$ cat config.mk
export PLATFORM = sky130hd
export DESIGN_NAME = phased_core
export DESIGN_NICKNAME = d
export VERILOG_FILES = /design/src/rtl/phased_core.sv
export SDC_FILE = /design/constraint.sdc
export NUM_CORES = 1
export LEC_CHECK = 0
export BUFFER_PORTS_ARGS = -buffer_cell sky130_fd_sc_hd__clkbuf_2
export CAP_MARGIN = 20
export CORE_AREA = 2 2 111 194
export CTS_CLUSTER_DIAMETER = 150
export DETAILED_ROUTE_END_ITERATION = 6
export DIE_AREA = 0 0 113 196
export GPL_ROUTABILITY_DRIVEN = 0
export GPL_TIMING_DRIVEN = 1
export MAX_ROUTING_LAYER = met4
export PLACE_DENSITY = 0.78
export SLEW_MARGIN = 20
export SYNTH_ARGS = -nofsm -noshare
export SYNTH_HDL_FRONTEND = slang
export SYNTH_SLANG_ARGS = --single-unit
$ cat constraint.sdc
create_clock -name clk -period 9.46 [get_ports clk]
set_input_delay 1.892 -clock clk [delete_from_list [all_inputs] [get_ports clk]]
set_output_delay 1.892 -clock clk [all_outputs]
set_load 0.02 [all_outputs]
$ cat src/rtl/phased_core.sv
module phased_core #(
  parameter int W = 16
) (
  input  logic         clk,
  input  logic         rst,
  output logic [W-1:0] mem_addr,
  output logic [W-1:0] mem_wdata,
  output logic         mem_we,
  input  logic [W-1:0] mem_rdata,
  output logic         running,
  output logic [2:0]   phase,
  output logic [W-1:0] pc_o,
  output logic [W-1:0] ir_o
);
  localparam int NREG = 8;
  localparam logic [3:0] OP_BR = 4'b0000, OP_ADD = 4'b0001, OP_LD = 4'b0110, OP_HLT = 4'b1111;

  typedef enum logic [3:0] {
    S_FMAR, S_FWAIT, S_FMDR, S_FIR, S_FPC, S_DEC,
    S_EVAL, S_LWAIT, S_LMDR, S_OPER, S_EXEC, S_STORE
  } st_t;

  st_t          st;
  logic [W-1:0] pc, mar, mdr, ir, a, b, res;
  logic [W-1:0] rf [NREG];
  logic         run;

  wire [3:0] op   = ir[15:12];
  wire [2:0] dr   = ir[11:9];
  wire [2:0] sr1  = ir[8:6];
  wire [2:0] sr2  = ir[2:0];
  wire [W-1:0] off6 = {{(W-6){1'b0}}, ir[5:0]};
  wire [W-1:0] off9 = {{(W-9){ir[8]}}, ir[8:0]};

  assign mem_addr  = mar;
  assign mem_wdata = '0;
  assign mem_we    = 1'b0;
  assign running   = run;
  assign pc_o      = pc;
  assign ir_o      = ir;

  always_comb begin
    case (st)
      S_DEC:                   phase = 3'd1;
      S_EVAL:                  phase = 3'd2;
      S_LWAIT, S_LMDR, S_OPER: phase = 3'd3;
      S_EXEC:                  phase = 3'd4;
      S_STORE:                 phase = 3'd5;
      default:                 phase = 3'd0;
    endcase
  end

  always_ff @(posedge clk) begin
    if (rst) begin
      st  <= S_FMAR;
      pc  <= '0;
      mar <= '0;
      mdr <= '0;
      ir  <= '0;
      a   <= '0;
      b   <= '0;
      res <= '0;
      run <= 1'b1;
      for (int i = 0; i < NREG; i++) rf[i] <= '0;
    end else if (run) begin
      case (st)
        S_FMAR:  begin mar <= pc; st <= S_FWAIT; end
        S_FWAIT: st <= S_FMDR;
        S_FMDR:  begin mdr <= mem_rdata; st <= S_FIR; end
        S_FIR:   begin ir <= mdr; st <= S_FPC; end
        S_FPC:   begin pc <= pc + 1'b1; st <= S_DEC; end
        S_DEC: begin
          case (op)
            OP_ADD:  st <= S_OPER;
            OP_LD:   st <= S_EVAL;
            OP_BR:   st <= S_EXEC;
            OP_HLT:  begin run <= 1'b0; st <= S_FMAR; end
            default: st <= S_FMAR;
          endcase
        end
        S_EVAL:  begin mar <= rf[sr1] + off6; st <= S_LWAIT; end
        S_LWAIT: st <= S_LMDR;
        S_LMDR:  begin mdr <= mem_rdata; st <= S_STORE; end
        S_OPER:  begin a <= rf[sr1]; b <= rf[sr2]; st <= S_EXEC; end
        S_EXEC: begin
          if (op == OP_BR) begin
            pc <= pc + off9;
            st <= S_FMAR;
          end else begin
            res <= a + b;
            st  <= S_STORE;
          end
        end
        S_STORE: begin
          rf[dr] <= (op == OP_LD) ? mdr : res;
          st     <= S_FMAR;
        end
        default: st <= S_FMAR;
      endcase
    end
  end

  p_decode_follows_fetch_r2: assert property (@(posedge clk) disable iff (rst)
    (st == S_DEC) |-> ($past(st) == S_FPC));

  p_add_skips_eval_r3: assert property (@(posedge clk) disable iff (rst)
    (st == S_OPER) |-> ($past(st) == S_DEC && op == OP_ADD));

  p_load_skips_exec_r4: assert property (@(posedge clk) disable iff (rst)
    (st == S_STORE && op == OP_LD) |-> ($past(st) == S_LMDR));

  p_pc_moves_legally_r5: assert property (@(posedge clk) disable iff (rst)
    !$stable(pc) |-> ($past(st) == S_FPC || ($past(st) == S_EXEC && $past(op) == OP_BR)));

  p_stop_only_on_halt_r6: assert property (@(posedge clk) disable iff (rst)
    $fell(run) |-> ($past(st) == S_DEC && $past(op) == OP_HLT));

  p_frozen_when_stopped_r6: assert property (@(posedge clk) disable iff (rst)
    !run |=> ($stable(pc) && $stable(st) && $stable(mar) && $stable(ir)));
endmodule

=== Word level (Yosys, flattened, before mapping) ===
Memories as Yosys holds them, arrays and structs flattened. A register that Yosys moved wholly into a read port is not among the register bits.
Cells that the tools add are included.

* Output and inout bits: 69
* Register bits: 101
* Input port bits: 18
* Memory bits (writable): 128
* Memories: 1
* Word-level logic and storage cells: 64

* Multiplexer cells: 22
* Bitwise gates (word level): 1
* Reduce and logical (&&, ||, !) cells: 13
* Equal/unequal tests: 15
* Add/subtract/negate cells: 4

{| class="wikitable"
|+ Memories
! name !! words !! width !! read ports !! clocked after Yosys merged registers in !! write ports !! RTL line !! RTL
|-
| rf || 8 || 16 || 2 || 2 || 8 || 25 || <nowiki>logic [W-1:0] rf [NREG];</nowiki>
|}

{| class="wikitable"
|+ Operators with widths
! operator !! number
|-
| one-hot mux 16 bit (2 select lines) || 2
|-
| 2-to-1 mux 16 bit || 3
|-
| one-hot mux 4 bit (11 select lines) || 1
|-
| adder 16 bit || 2
|-
| == test 4 x 3 -> 1 bit (second input constant) || 5
|-
| == test 4 bit (second input constant) || 5
|-
| adder 16 x 1 -> 16 bit (second input constant) || 1
|-
| adder 16 x 6 -> 16 bit || 1
|-
| OR reduction 16 bit || 1
|-
| one-hot mux 3 bit (5 select lines) || 1
|-
| one-hot mux 4 bit (3 select lines) || 1
|-
| 2-to-1 mux 1 bit || 10
|-
| 2-to-1 mux 3 bit || 3
|-
| == test 4 x 1 -> 1 bit (second input constant) || 2
|-
| == test 4 x 2 -> 1 bit (second input constant) || 2
|-
| logical NOT 4 bit || 2
|-
| AND reduction 2 bit || 4
|-
| AND reduction 3 bit || 2
|-
| 2-to-1 mux 4 bit || 1
|-
| nonzero test 2 bit || 2
|-
| OR reduction 3 bit || 1
|-
| inequality test 2 bit (second input constant) || 1
|-
| OR reduction 2 bit || 1
|-
| inverter 1 bit || 1
|}

=== Longest topological paths before layout ===
* Word-level depth: 7
* Depth in mapped cells: 16
* Mapped depth without buffers: 12

=== Worst setup path after synthesis ===
No wires, ideal clock.

* Path type: register to register
* Start: register ir[0], in the netlist ir_o[0]
* End: register pc[15], in the netlist pc_o[15]
* Setup time: 0.121 ns
* Period minus slack after synthesis: 3.663 ns
* Path buffers: 2
* Stages on the path, launching flop included: 12
* Data arrival time: 3.542 ns
* Data required time: 9.339 ns
* Setup slack: 5.797 ns
* Cell sequence: dfxtp_1 > clkbuf_1 > buf_1 > or3_1 > ha_1 > a211o_1 > a2111o_1 > a221oi_1 > a21oi_1 > o41ai_2 > mux2i_1 > mux2_2

* Longest elaborated chain between the ends: 3

{| class="wikitable"
|+ Ends and longest elaborated chain
! item !! RTL line !! RTL
|-
| from (decl) || 24 || <nowiki>logic [W-1:0] pc, mar, mdr, ir, a, b, res;</nowiki>
|-
| from (signal assigned) || 59 || <nowiki>ir <= '0;</nowiki>
|-
| from (signal assigned) || 70 || <nowiki>S_FIR: begin ir <= mdr; st <= S_FPC; end</nowiki>
|-
| adder 16 bit || 87 || <nowiki>pc <= pc + off9;</nowiki>
|-
| 2-to-1 mux 16 bit || 86 || <nowiki>if (op == OP_BR) begin</nowiki>
|-
| one-hot mux 16 bit (2 select lines) || 66 || <nowiki>case (st)</nowiki>
|-
| to (signal assigned) || 87 ||
|-
| to (decl) || 24 ||
|}

Every way passes these cells. The select of a mux whose other input is x is not followed.
A chain may end at the register's enable or synchronous reset.

=== Worst setup path in the final report ===
* Start: register st[3]
* End: register pc[15], in the netlist pc_o[15]

* Longest elaborated chain between the ends: 3
* Elaborated cells between the ends (all ways): 6
* Those cells by class: eq/ne (3); mux (1); reduce/logical (2)

{| class="wikitable"
|+ Ends and longest elaborated chain
! item !! RTL line !! RTL
|-
| from (decl) || 23 || <nowiki>st_t st;</nowiki>
|-
| from (signal assigned) || 55 || <nowiki>st <= S_FMAR;</nowiki>
|-
| from (signal assigned) || 67 || <nowiki>S_FMAR: begin mar <= pc; st <= S_FWAIT; end</nowiki>
|-
| from (signal assigned) || 68 || <nowiki>S_FWAIT: st <= S_FMDR;</nowiki>
|-
| == test 4 bit or == test 4 x 3 -> 1 bit (tied branches) || 66 ||
|-
| inequality test 2 bit (no line) or nonzero test 2 bit (tied branches) || - ||
|-
| AND reduction 3 bit (no line) || - ||
|}

Parallel ways exist; a longest one is shown, timed or not.

==> impl_metrics.yaml <==
run_status:
  status: "finished, violations left"
  violations: "design-rule violations"
sta:
  hold_viol: 0
  rsz0062_at_grt: "false"
  setup_viol: 0
  worst_pin_slew_ns: 1.10
  fin_tns_setup_ns: 0
  slew_violations: 0
  min_period_ns: 4.19
  setup_slack_ns: 5.27
  slew_headroom_pct: 24.2
  skew_ns: 0.0144
  period_share_pct: 44.3
  max_freq_mhz: 239
yosys:
  synth_seq_cells: 248
  yosysUniqueCellTypes: 58
  synth_ff_type: "edfxtp_1"
  synth-seq-area-share_pct: 48.2
  syn_avg_cell_area_sq_um: 10.8
  synth_edf_count: 128
  syn-instance-count: 1206
  synth-async-reset-ratio_pct: 0
  ys_warn_count: 0
  synth.cell_area_sq_mm: 0.0130
placement:
  port_buffers: 69
  dp_cells: 1464
  dp_slack_ns: 4.85
  dp_hpwl_um: 24000
critical_path:
  required_ns: 9.86
  crit_path_top_delay_cell: "dfxtp_1"
  critical_path.startpoint_type: "register"
  worstSetupEndpointType: "register"
  r2r_cells: 11
  path_delay_family: "compound AO/OA/AOI/OAI gates"
  r2r_slack_ns: 5.27
  crit_chain: "nand2b_1 -> nor2_1 -> and2_1 -> ha_1 -> o21a_1 -> a2111o_1 -> a221oi_1 -> a21oi_1 -> o41ai_2 -> mux2i_1 -> mux2_2"
  reg2reg_to: "pc_o[15]"
  reg2reg_from: "st[3]"
  path_buf_inv: 0
  crit_fanout: 16
  path_class: "register to register"
  cp.arrival_ns: 4.59
  cpPeakStageDelay_ns: 0.72
floorplan:
  start_util_pct: 62.8
  std_cell_rows: 70
  top_level_ports: 87
  die_h_um: 196
  coreArea_sq_mm: 0.0207
  die_w_um: 113
  die-area_sq_mm: 0.0221
job:
  drv_cap: 0
global_route:
  grtUsageTotal_pct: 31.0
  overflow: 0
  grt_max_degree: 73
  grt_pass1_wl_um: 51900
  antenna_found_initial: 0
  first_global_vias: 9617
routing:
  detail-route-antenna-nets: 0
  wl_per_cell_um: 21.9
  num_vias: 9658
  drt-initial-drc-count: 868
  drc: 8
  vias_per_cell: 6.42
  wirelength_um: 33000
  dr.pass1.iters: 7
pwr:
  ir_worst_vdd_uv: 153
  powerDensity_mw_per_mm2: 164
  p_leak_nw: 5.17
  total_power_mw: 2.31
clocking:
  hold_buffers: 0
  clk_latency_ns: 0.52
  clock-sinks: 248
  cts.htree.levels: 1
  worst_setup_hold_path_clk_slew_ns: 0.06
  clockRootBuffer: "clkbuf_16"
  postCtsSetupRepairBufs: 0
  cts_buffer_depth: 3
  cts_tree: "built"
  cts_resized: 0
  numCtsBuffers: 23
cells_and_area:
  mostFrequentLayoutCell: "nor2_1"
  utilization_pct: 68.3
  finalNetCount: 1294
  layout_common_cells: "nor2_1 (216), edfxtp_1 (128), dfxtp_1 (119)"
  n_antenna_cell: 0
  drive_gt1_share_pct: 14.5
  area_delta_synth_final_pct: 8.77
  final_cell_count_no_fill: 1505
hold_path:
  hp-class: "register to register"
  hp-start: "res[3]"
  worstHoldPathCells: 2
  min_to: "res[3]"
logic make-up (layout without fill, tap and decap cells):
kind of cell / count (synthesis) / after routing / share of synthesized area, %
mux: 135 / 135 / 17.0
simple gates: 440 / 440 / 14.8
buf+inv: 106 / 137 / 3.87
other cells: 1 / 17 / 0.0289
compound gates: 210 / 210 / 10.4
xor+xnor: 27 / 27 / 1.82
flops: 248 / 248 / 48.2
fa+ha+maj: 39 / 39 / 3.94
worst min-delay path, stage by stage, from the launching register on:
cell	delay (ns)
dfxtp_1	0.31
nand2_1	0.05
a21oi_1	0.05
routing by layer:
layer | track usage (%) | part of all wire, %
met3 | 3.18 | 5.8
met4 | 16.4 | 5.8
met1 | 34.1 | 36
met2 | 54.8 | 53
met5 | - | 0
report_power, final:
| group | internal (mW) | switching (mW) | total [mW] |
|---|---|---|---|
| combinational | 0.0606 | 0.106 | 0.167 |
| sequential | 1.16 | 0.0330 | 1.20 |
| clock | 0.547 | 0.397 | 0.943 |
synthesized netlist by cell type (4+ instances only):
| cell | instances | area share (%) |
|---|---|---|
| buf_2 | 4 | 0.15 |
| nand3b_1 | 5 | 0.29 |
| dfxtp_1 | 120 | 19 |
| a31oi_1 | 4 | 0.19 |
| nand2b_1 | 17 | 0.82 |
| nor2_1 | 218 | 6.3 |
| inv_1 | 15 | 0.43 |
| or3_1 | 15 | 0.72 |
| ha_1 | 36 | 3.5 |
| o21a_1 | 4 | 0.23 |
| mux4_1 | 12 | 2.4 |
| o21ai_0 | 36 | 1.4 |
| edfxtp_1 | 128 | 30 |
| buf_1 | 6 | 0.17 |
| nor3b_1 | 5 | 0.29 |
| and2_1 | 11 | 0.53 |
| mux2i_1 | 65 | 5.0 |
| a211oi_1 | 46 | 2.7 |
| nor4_1 | 5 | 0.24 |
| nor2b_1 | 12 | 0.58 |
| o211ai_1 | 7 | 0.41 |
| buf_4 | 18 | 1.0 |
| xor2_1 | 11 | 0.74 |
| clkbuf_1 | 59 | 1.7 |
| a211o_1 | 6 | 0.41 |
| nand2_1 | 106 | 3.1 |
| o31ai_1 | 4 | 0.23 |
| nor3_1 | 14 | 0.54 |
| and3_1 | 6 | 0.29 |
| mux4_2 | 52 | 9.0 |
| a21oi_1 | 68 | 2.6 |
| a21o_1 | 13 | 0.75 |
| nand3_1 | 17 | 0.66 |
| xnor2_1 | 16 | 1.1 |
| o21bai_1 | 4 | 0.23 |
| mux2_2 | 6 | 0.52 |
through the flow:
stage               instance area [sq um]  hold WS, ns
detailed placement                  13400        0.443
floorplan                           13000        0.424
finish                              14100        0.451
global route                        14100        0.469
global placement                    13400        0.437
CTS                                 14100        0.451
state kept, by name (all words and copies together), names as in the netlist, named ones only:
| register | cells |
|---|---|
| st | 4 |
| ir_o | 16 |
| a | 16 |
| mdr | 16 |
| b | 16 |
| rf | 128 |
| pc_o | 16 |
| running | 1 |
| mem_addr | 16 |
| res | 16 |
worst max-delay path by stage:
| stage | from | to | slack (ns) | cells after the start |
|---|---|---|---|---|
| floorplan | ir_o[0] | pc_o[15] | 5.80 | 11 |
| global placement | rst | rf[6][10] | 4.96 | 5 |
| detailed placement | rst | rf[1][13] | 4.85 | 5 |
| CTS | st[3] | pc_o[15] | 5.29 | 11 |
| global route | st[3] | pc_o[15] | 4.96 | 11 |
| finish | st[3] | pc_o[15] | 5.27 | 11 |
cell type report:
type	count	area (sq um)
fill	1505	6560
multi-input combinational	868	6300
sequential	248	6250
clock buffer	31	627
timing repair buffer	80	430
tap	252	315
clock inverter	10	124
inverter	16	60.1
No activity file was read; power rests on OpenSTA's default activity.
